### config.mk
export PLATFORM = sky130hd
export DESIGN_NAME = rx_stat_bank
export DESIGN_NICKNAME = d
export VERILOG_FILES = /design/src/rtl/rx_stat_pkg.sv /design/src/rtl/rx_frame_classify.sv /design/src/rtl/rx_sat_counter.sv /design/src/rtl/rx_octet_counter.sv /design/src/rtl/rx_stat_bank.sv
export SDC_FILE = /design/constraint.sdc
export NUM_CORES = 2
export LEC_CHECK = 0
export BUFFER_PORTS_ARGS = -buffer_cell sky130_fd_sc_hd__buf_4
export CAP_MARGIN = 20
export CORE_UTILIZATION = 63
export DETAILED_ROUTE_END_ITERATION = 6
export PLACE_DENSITY = 0.87
export SLEW_MARGIN = 20
export SYNTH_ARGS = -nofsm -noshare
export SYNTH_HDL_FRONTEND = slang
export SYNTH_SLANG_ARGS = --single-unit
### constraint.sdc
create_clock -name clk -period 7.65 [get_ports clk]
set_input_delay 0.3825 -clock clk [delete_from_list [all_inputs] [get_ports clk]]
set_output_delay 0.3825 -clock clk [all_outputs]
set_load 0.02 [all_outputs]
### src/rtl/rx_stat_pkg.sv
// Shared constants for the receive statistics bank: counter indices,
// read addresses and histogram bin bounds. Assumes six length bins.
package rx_stat_pkg;
    localparam int NUM_BINS   = 6;
    localparam int IDX_GOOD   = 0;
    localparam int IDX_CRC    = 1;
    localparam int IDX_BCAST  = 2;
    localparam int IDX_MCAST  = 3;
    localparam int IDX_OVER   = 4;
    localparam int IDX_BIN0   = 5;
    localparam int NUM_CNT    = IDX_BIN0 + NUM_BINS;
    localparam int ADDR_W     = 5;
    localparam int ADDR_OCT_LO = NUM_CNT;
    localparam int ADDR_OCT_HI = NUM_CNT + 1;

    // Lower bound (inclusive) of histogram bin b
    function automatic logic [31:0] bin_lo(input int b);
        case (b)
            0: bin_lo = 32'd64;
            1: bin_lo = 32'd65;
            2: bin_lo = 32'd128;
            3: bin_lo = 32'd256;
            4: bin_lo = 32'd512;
            default: bin_lo = 32'd1024;
        endcase
    endfunction

    // Upper bound (inclusive) of histogram bin b
    function automatic logic [31:0] bin_hi(input int b);
        case (b)
            0: bin_hi = 32'd64;
            1: bin_hi = 32'd127;
            2: bin_hi = 32'd255;
            3: bin_hi = 32'd511;
            4: bin_hi = 32'd1023;
            default: bin_hi = 32'd1522;
        endcase
    endfunction
endpackage

### src/rtl/rx_frame_classify.sv
// Turns one end-of-frame strobe into a vector of counter increments.
// Purely combinational; assumes frm_end is high for one cycle per frame.
module rx_frame_classify
    import rx_stat_pkg::*;
#(
    parameter int          LEN_W   = 14,
    parameter int unsigned MAX_LEN = 1518
) (
    input  logic             frm_end,
    input  logic [LEN_W-1:0] frm_len,
    input  logic [7:0]       frm_da0,
    input  logic [7:0]       frm_da1,
    input  logic             frm_crc_err,
    output logic [NUM_CNT-1:0] inc_vec
);
    logic accepted;
    logic is_bcast;
    logic is_mcast;
    logic [31:0] len32;
    logic [NUM_BINS-1:0] bin_hit;

    // Address class: broadcast is tested first since it also has the group bit
    always_comb begin
        len32    = 32'(frm_len);
        accepted = frm_end && !frm_crc_err;
        is_bcast = (frm_da0 == 8'hFF) && (frm_da1 == 8'hFF);
        is_mcast = !is_bcast && frm_da0[0];
    end

    // One range compare per histogram bin
    for (genvar b = 0; b < NUM_BINS; b++) begin : g_bin
        assign bin_hit[b] = accepted && (len32 >= bin_lo(b)) && (len32 <= bin_hi(b));
    end

    // Assemble the increment vector
    always_comb begin
        inc_vec                         = '0;
        inc_vec[IDX_GOOD]               = accepted;
        inc_vec[IDX_CRC]                = frm_end && frm_crc_err;
        inc_vec[IDX_BCAST]              = accepted && is_bcast;
        inc_vec[IDX_MCAST]              = accepted && is_mcast;
        inc_vec[IDX_OVER]               = frm_end && (len32 > MAX_LEN);
        inc_vec[IDX_BIN0 +: NUM_BINS]   = bin_hit;
    end

    // Classification consistency checks
    always_comb begin
        if (frm_end) begin
            a_r6_single_bin: assert ($onehot0(bin_hit));
            a_r3_bcast_excl: assert (!(inc_vec[IDX_BCAST] && inc_vec[IDX_MCAST]));
            a_r2_crc_not_good: assert (!(inc_vec[IDX_CRC] && inc_vec[IDX_GOOD]));
        end
    end
endmodule

### src/rtl/rx_sat_counter.sv
// Saturating clear-on-read event counter. A clear that meets an
// increment restarts the count at one. Assumes at most one event per cycle.
module rx_sat_counter #(
    parameter int W = 32
) (
    input  logic         clk,
    input  logic         rst_n,
    input  logic         inc,
    input  logic         clr,
    output logic [W-1:0] cnt
);
    localparam logic [W-1:0] TOP = '1;

    // Count, clear on read, hold at all-ones
    always_ff @(posedge clk) begin
        if (!rst_n)
            cnt <= '0;
        else if (clr)
            cnt <= W'(inc);
        else if (inc && cnt != TOP)
            cnt <= cnt + 1'b1;
    end

    a_r8_hold_at_top: assert property (@(posedge clk) disable iff (!rst_n)
        (cnt == TOP && !clr) |=> cnt == TOP);
    a_r7_clear_idle: assert property (@(posedge clk) disable iff (!rst_n)
        (clr && !inc) |=> cnt == '0);
    a_r7_clear_busy: assert property (@(posedge clk) disable iff (!rst_n)
        (clr && inc) |=> cnt == W'(1));
endmodule

### src/rtl/rx_octet_counter.sv
// Wide octet accumulator read as two halves. A low-half read snapshots the
// total; a high-half read returns the snapshot's upper half and subtracts
// the snapshot. Assumes the two reads are never issued on the same cycle.
module rx_octet_counter #(
    parameter int OCT_W = 64,
    parameter int LEN_W = 14
) (
    input  logic               clk,
    input  logic               rst_n,
    input  logic               add_en,
    input  logic [LEN_W-1:0]   add_len,
    input  logic               rd_lo,
    input  logic               rd_hi,
    output logic [OCT_W/2-1:0] lo_word,
    output logic [OCT_W/2-1:0] hi_word
);
    localparam int HALF = OCT_W / 2;

    logic [OCT_W-1:0] acc;
    logic [OCT_W-1:0] snap;
    logic [OCT_W-1:0] addend;

    // Bytes added this cycle
    always_comb addend = add_en ? OCT_W'(add_len) : '0;

    // Accumulate; drop the snapshotted amount on a high-half read
    always_ff @(posedge clk) begin
        if (!rst_n)
            acc <= '0;
        else if (rd_hi)
            acc <= acc - snap + addend;
        else
            acc <= acc + addend;
    end

    // Snapshot on low-half read, release on high-half read
    always_ff @(posedge clk) begin
        if (!rst_n)
            snap <= '0;
        else if (rd_lo)
            snap <= acc;
        else if (rd_hi)
            snap <= '0;
    end

    assign lo_word = acc[HALF-1:0];
    assign hi_word = snap[OCT_W-1:HALF];

    a_r9_snap_release: assert property (@(posedge clk) disable iff (!rst_n)
        rd_hi |=> snap == '0);
    a_r9_idle_grow: assert property (@(posedge clk) disable iff (!rst_n)
        (!rd_hi && !add_en) |=> acc == $past(acc));
    a_r9_no_overlap: assert property (@(posedge clk) disable iff (!rst_n)
        !(rd_lo && rd_hi));
endmodule

### src/rtl/rx_stat_bank.sv
// Receive statistics bank: classifies each frame, keeps the frame counters
// and the octet total, and serves registered clear-on-read reads.
// Assumes CNT_W and OCT_W/2 are at most 32.
module rx_stat_bank
    import rx_stat_pkg::*;
#(
    parameter int          CNT_W   = 32,
    parameter int          OCT_W   = 64,
    parameter int          LEN_W   = 14,
    parameter int unsigned MAX_LEN = 1518
) (
    input  logic              clk,
    input  logic              rst_n,
    input  logic              frm_end,
    input  logic [LEN_W-1:0]  frm_len,
    input  logic [7:0]        frm_da0,
    input  logic [7:0]        frm_da1,
    input  logic              frm_crc_err,
    input  logic              rd_en,
    input  logic [ADDR_W-1:0] rd_addr,
    output logic [31:0]       rd_data
);
    localparam int HALF = OCT_W / 2;

    logic [NUM_CNT-1:0] inc_vec;
    logic [NUM_CNT-1:0] clr_vec;
    logic [CNT_W-1:0]   cnt_q [NUM_CNT];
    logic [HALF-1:0]    oct_lo;
    logic [HALF-1:0]    oct_hi;
    logic               rd_lo;
    logic               rd_hi;
    logic [31:0]        rd_next;

    rx_frame_classify #(.LEN_W(LEN_W), .MAX_LEN(MAX_LEN)) u_classify (
        .frm_end     (frm_end),
        .frm_len     (frm_len),
        .frm_da0     (frm_da0),
        .frm_da1     (frm_da1),
        .frm_crc_err (frm_crc_err),
        .inc_vec     (inc_vec)
    );

    for (genvar i = 0; i < NUM_CNT; i++) begin : g_cnt
        assign clr_vec[i] = rd_en && (rd_addr == ADDR_W'(i));
        rx_sat_counter #(.W(CNT_W)) u_cnt (
            .clk   (clk),
            .rst_n (rst_n),
            .inc   (inc_vec[i]),
            .clr   (clr_vec[i]),
            .cnt   (cnt_q[i])
        );
    end

    assign rd_lo = rd_en && (rd_addr == ADDR_W'(ADDR_OCT_LO));
    assign rd_hi = rd_en && (rd_addr == ADDR_W'(ADDR_OCT_HI));

    rx_octet_counter #(.OCT_W(OCT_W), .LEN_W(LEN_W)) u_octets (
        .clk     (clk),
        .rst_n   (rst_n),
        .add_en  (inc_vec[IDX_GOOD]),
        .add_len (frm_len),
        .rd_lo   (rd_lo),
        .rd_hi   (rd_hi),
        .lo_word (oct_lo),
        .hi_word (oct_hi)
    );

    // Select the addressed value, zero-extended
    always_comb begin
        rd_next = '0;
        for (int i = 0; i < NUM_CNT; i++)
            if (rd_addr == ADDR_W'(i)) rd_next = 32'(cnt_q[i]);
        if (rd_lo) rd_next = 32'(oct_lo);
        if (rd_hi) rd_next = 32'(oct_hi);
    end

    // Register the read result
    always_ff @(posedge clk) begin
        if (!rst_n)
            rd_data <= '0;
        else if (rd_en)
            rd_data <= rd_next;
    end

    a_r10_unmapped_zero: assert property (@(posedge clk) disable iff (!rst_n)
        (rd_en && rd_addr > ADDR_W'(ADDR_OCT_HI)) |=> rd_data == '0);
    a_r10_data_hold: assert property (@(posedge clk) disable iff (!rst_n)
        !rd_en |=> $stable(rd_data));
endmodule

==> results by group <==
STA
  • Period minus WS final: 4.45 ns
  • Relative slew slack: 0.207
  • Highest Clock Rate: 0.225 GHz
  • Min Hold Slack: between 0.2 and 0.25 ns
  • Final worst-path cycle share: 0.582
  • Worst-Margin Slew: 1.18 ns
  • Final hold violations: 0
  • Final setup fails: 0
  • Setup Skew: 0.00979 ns
  • Setup tns final: 0 ns
  • Fin. max-slew vios: 0
  • RSZ-0062 raised after global routing: false

Synthesis
  • Post-synth EDFFs: 0
  • Top post-synthesis cells by area: dfxtp_1 (33%), xor2_1 (6.9%), nor2_1 (6.4%), ha_1 (5.6%), xnor2_1 (4.5%)
  • Synth top area share: 0.331
  • Ys flop type: dfxtp_1
  • Yosys warnings: 0
  • Mapped cell area: 31,000 um^2
  • Post-synthesis async set-or-reset flop share: 0
  • Register area share after synthesis: 0.331
  • Post-Syn Area per Cell: 8.04 um^2
  • Syn Inst Count: 3,853
  • Synthesized flop and latch total: between 500 and 600
  • Synth area leader: dfxtp_1
  • Synthesized net count: 4,038
  • Distinct cells, synth: 97

Power and ir drop
  • Clk pwr share: 0.424
  • P per Cell Area: 187 nW/um^2
  • P_sw: 1.79 mW
  • Reg power frac: 0.434
  • P_int: 4.50 mW
  • Switching Share: 0.284
  • Comb power frac: 0.142
  • VDD IR max: 0.000188 V
  • LEAKAGE: 12.3 nW

Routing
  • DRC Markers: 1
  • Detailed-route via count: 30,200
  • Initial DRC count: between 4,000 and 5,000
  • Final wirelength: 101 mm
  • Vias/cell: 6.69
  • Antenna viol nets, final: 0
  • WL/cell: 22.3 um
  • Drt first pass iters: 7

Setup path
  • Setup crit start: frm_crc_err
  • R2R depth: 13
  • Worst flop-to-flop path startpoint: u_octets.acc[3]$_SDFF_PN0_
  • CP arrival: roughly 5 ns
  • Crit-path max FO: 30
  • Reg2Reg Setup Slack: approximately 3.3 ns
  • Worst R2R End: u_octets.acc[59]$_SDFF_PN0_
  • Crit path kind: input port to register
  • Crit start category: input port
  • Critical Path RT: slightly above 8 ns
  • Worst setup EP type: register

Die
  • Core Region: ~48,000 um^2
  • Die Ht: 224 um
  • Chip width: 224 um
  • Die area: 50,100 um^2
  • I/O pins: 72
  • Initial core utilization: 0.643
  • Row count: 80

Hold path
  • Hold Crit Depth: 4
  • Hold_sp: frm_da0[0]
  • Min-delay worst type: input port to register
  • Worst Hold Path EP: g_cnt[2].u_cnt.cnt[0]$_SDFFE_PN0P_

Cells and area
  • Area grow syn2layout: 8.40%
  • ANT cells: 0
  • Layout cells sized above 1: 0.0736
  • Fin nets: 4,001
  • Final Util: 0.697

Clock network
  • Cts hold-fix bufs: 0
  • CTS clk-pin slew, worst paths: 0.07 ns
  • Root buffer cell: clkbuf_16
  • Setup bufs post-CTS: 0
  • TritonCTS sink count: about 510
  • H-tree Lvls: 2
  • Clock Path Buffers: 3
  • Clk_lat worst skew: 0.62 ns
  • CTS Buf Count: 54
  • CTS tree: done
  • Resize count post-CTS: 0

Run status
  • Failing checks: DRC
  • Status: finished, violations left

Placement
  • Gpl congestion: slightly above 1
  • PortBufs: a little over 70
  • Hpwl dp: roughly 72 mm

GRT
  • GRT Util Overall: 0.394
  • Initial antenna violation count: 3
  • Pin count of the biggest net entering global routing: 79
  • First-pass GRT wire length: 155 mm
  • Vias in the first global route: 27,100
  • Grt ovf: 0

Flow run
  • Max-cap violations: 0
==> cells in the mapped netlist (8+ instances only) <==
master,n
a211oi_1,36
a21o_1,35
a21oi_1,220
a221oi_1,17
a222oi_1,9
a22o_1,13
a22oi_1,126
a31oi_1,40
a41oi_1,8
and2_1,25
and3_1,70
and4_1,56
buf_1,11
buf_2,20
clkbuf_1,153
dfxtp_1,512
ha_1,139
inv_1,130
mux2_2,11
mux2i_1,33
mux4_2,18
nand2_1,341
nand2b_1,15
nand3_1,166
nand4_1,99
nor2_1,527
nor2b_1,21
nor3_1,53
nor4_1,26
o211ai_1,40
o21a_1,12
o21ai_0,180
o21bai_1,19
o221ai_1,9
o22ai_1,31
or2_2,16
or3_1,73
xnor2_1,160
xor2_1,244
==> worst max path at each step <==
stage	to	slack, ns	cells past startpoint
finish	u_octets.acc[59]$_SDFF_PN0_	3.20	17
global route	u_octets.acc[59]$_SDFF_PN0_	3.02	17
CTS	u_octets.acc[59]$_SDFF_PN0_	3.23	17
detailed placement	u_octets.acc[59]$_SDFF_PN0_	2.60	17
global placement	u_octets.acc[59]$_SDFF_PN0_	2.69	17
floorplan	u_octets.acc[60]$_SDFF_PN0_	3.41	17
==> layout by cell type, fill, tap and decap left out, types with 15 or more instances in the layout <==
master | synthesis | layout
dfxtp_1 | 512 | 512
a21o_1 | 35 | 35
buf_4 | 2 | 92
nor2_1 | 527 | 526
a221oi_1 | 17 | 17
and3_1 | 70 | 70
a211oi_1 | 36 | 36
ha_1 | 139 | 139
nand3_1 | 166 | 166
nand2_1 | 341 | 338
and2_1 | 25 | 25
mux4_2 | 18 | 18
nand2b_1 | 15 | 15
nor2b_1 | 21 | 21
and4_1 | 56 | 56
o22ai_1 | 31 | 31
nand4_1 | 99 | 99
a21oi_1 | 220 | 220
xor2_1 | 244 | 244
nor4_1 | 26 | 25
or3_1 | 73 | 72
a31oi_1 | 40 | 40
a22oi_1 | 126 | 126
xnor2_1 | 160 | 160
nor3_1 | 53 | 51
o21bai_1 | 19 | 19
mux2i_1 | 33 | 33
or2_2 | 16 | 16
clkbuf_16 | 0 | 54
o21ai_0 | 180 | 180
o211ai_1 | 40 | 40
inv_1 | 130 | 130
==> layer usage <==
| metal | track usage | routed length, um | vias up |
|---|---|---|---|
| met1 | 0.516 | 39100 | 14200 |
| met5 | 0 | 26 | - |
| met2 | 0.579 | 41900 | 1854 |
| met3 | 0.0969 | 12500 | 383 |
| li1 | - | - | 13700 |
| met4 | 0.254 | 7360 | 4 |
==> flip-flops by register name, indices dropped and copies added, names as in the netlist <==
| signal | cells |
|---|---|
| rd_data | 32 |
| u_octets.acc | 64 |
| u_octets.snap | 64 |
| g_cnt.u_cnt.cnt | 352 |
==> kinds of logic after synthesis <==
| group | count (synthesis) | share of synthesized area |
|---|---|---|
| buffers and inverters | 318 | 0.0396 |
| muxes | 62 | 0.0278 |
| adders and majority gates | 146 | 0.0604 |
| AOI/OAI and AO/OA | 876 | 0.187 |
| DFF | 512 | 0.331 |
| and+or+nand+nor | 1535 | 0.240 |
| xor gates and xnor gates | 404 | 0.114 |
==> area by class of cell <==
class / instances / area, um^2
repair buffers: 94 / 717
multi-input cells: 3023 / 19500
flip-flops and latches: 512 / 10200
fillers: 3833 / 14600
clock buffers: 72 / 1530
clock inverters: 27 / 238
well taps: 656 / 821
inverters: 131 / 493
==> critical path, stage by stage <==
cell	delay, ns
buf_4	0.13
and2b_1	0.18
buf_4	0.34
and2_0	0.40
xnor2_1	0.11
ha_1	0.18
o21bai_1	0.16
ha_1	0.38
nand4_1	0.15
nor3_1	0.25
o21ai_0	0.23
a311oi_1	0.62
nor4b_2	0.17
o41ai_2	0.66
a21boi_1	0.22
xnor2_1	0.17
o211a_1	0.20
==> power groups by stage <==
| stage | combinational (mW) | clock [mW] | sequential [mW] |
|---|---|---|---|
| 2_1_floorplan | 0.646 | 0 | 2.77 |
| 3_3_place_gp | 0.850 | 0 | 2.79 |
| 3_5_place_dp | 0.854 | 0 | 2.79 |
| 4_1_cts | 0.864 | 2.66 | 2.73 |
| 5_1_grt | 0.963 | 2.76 | 2.73 |
| 6_report | 0.890 | 2.67 | 2.73 |
==> through the flow <==
| stage | instance area [um^2] | instances | power [mW] | worst slack [ns] |
|---|---|---|---|---|
| after global placement | 31800 | 4414 | 3.64 | 2.69 |
| after detailed placement | 31800 | 4415 | 3.64 | 2.60 |
| after global routing | 33600 | 4515 | 6.46 | 3.02 |
| final | 33600 | 4515 | 6.29 | 3.20 |
| after CTS | 33600 | 4514 | 6.25 | 3.23 |
| after floorplan | 31000 | 3853 | 3.42 | 3.41 |
Note: power is estimated with default switching activity, not from simulation.
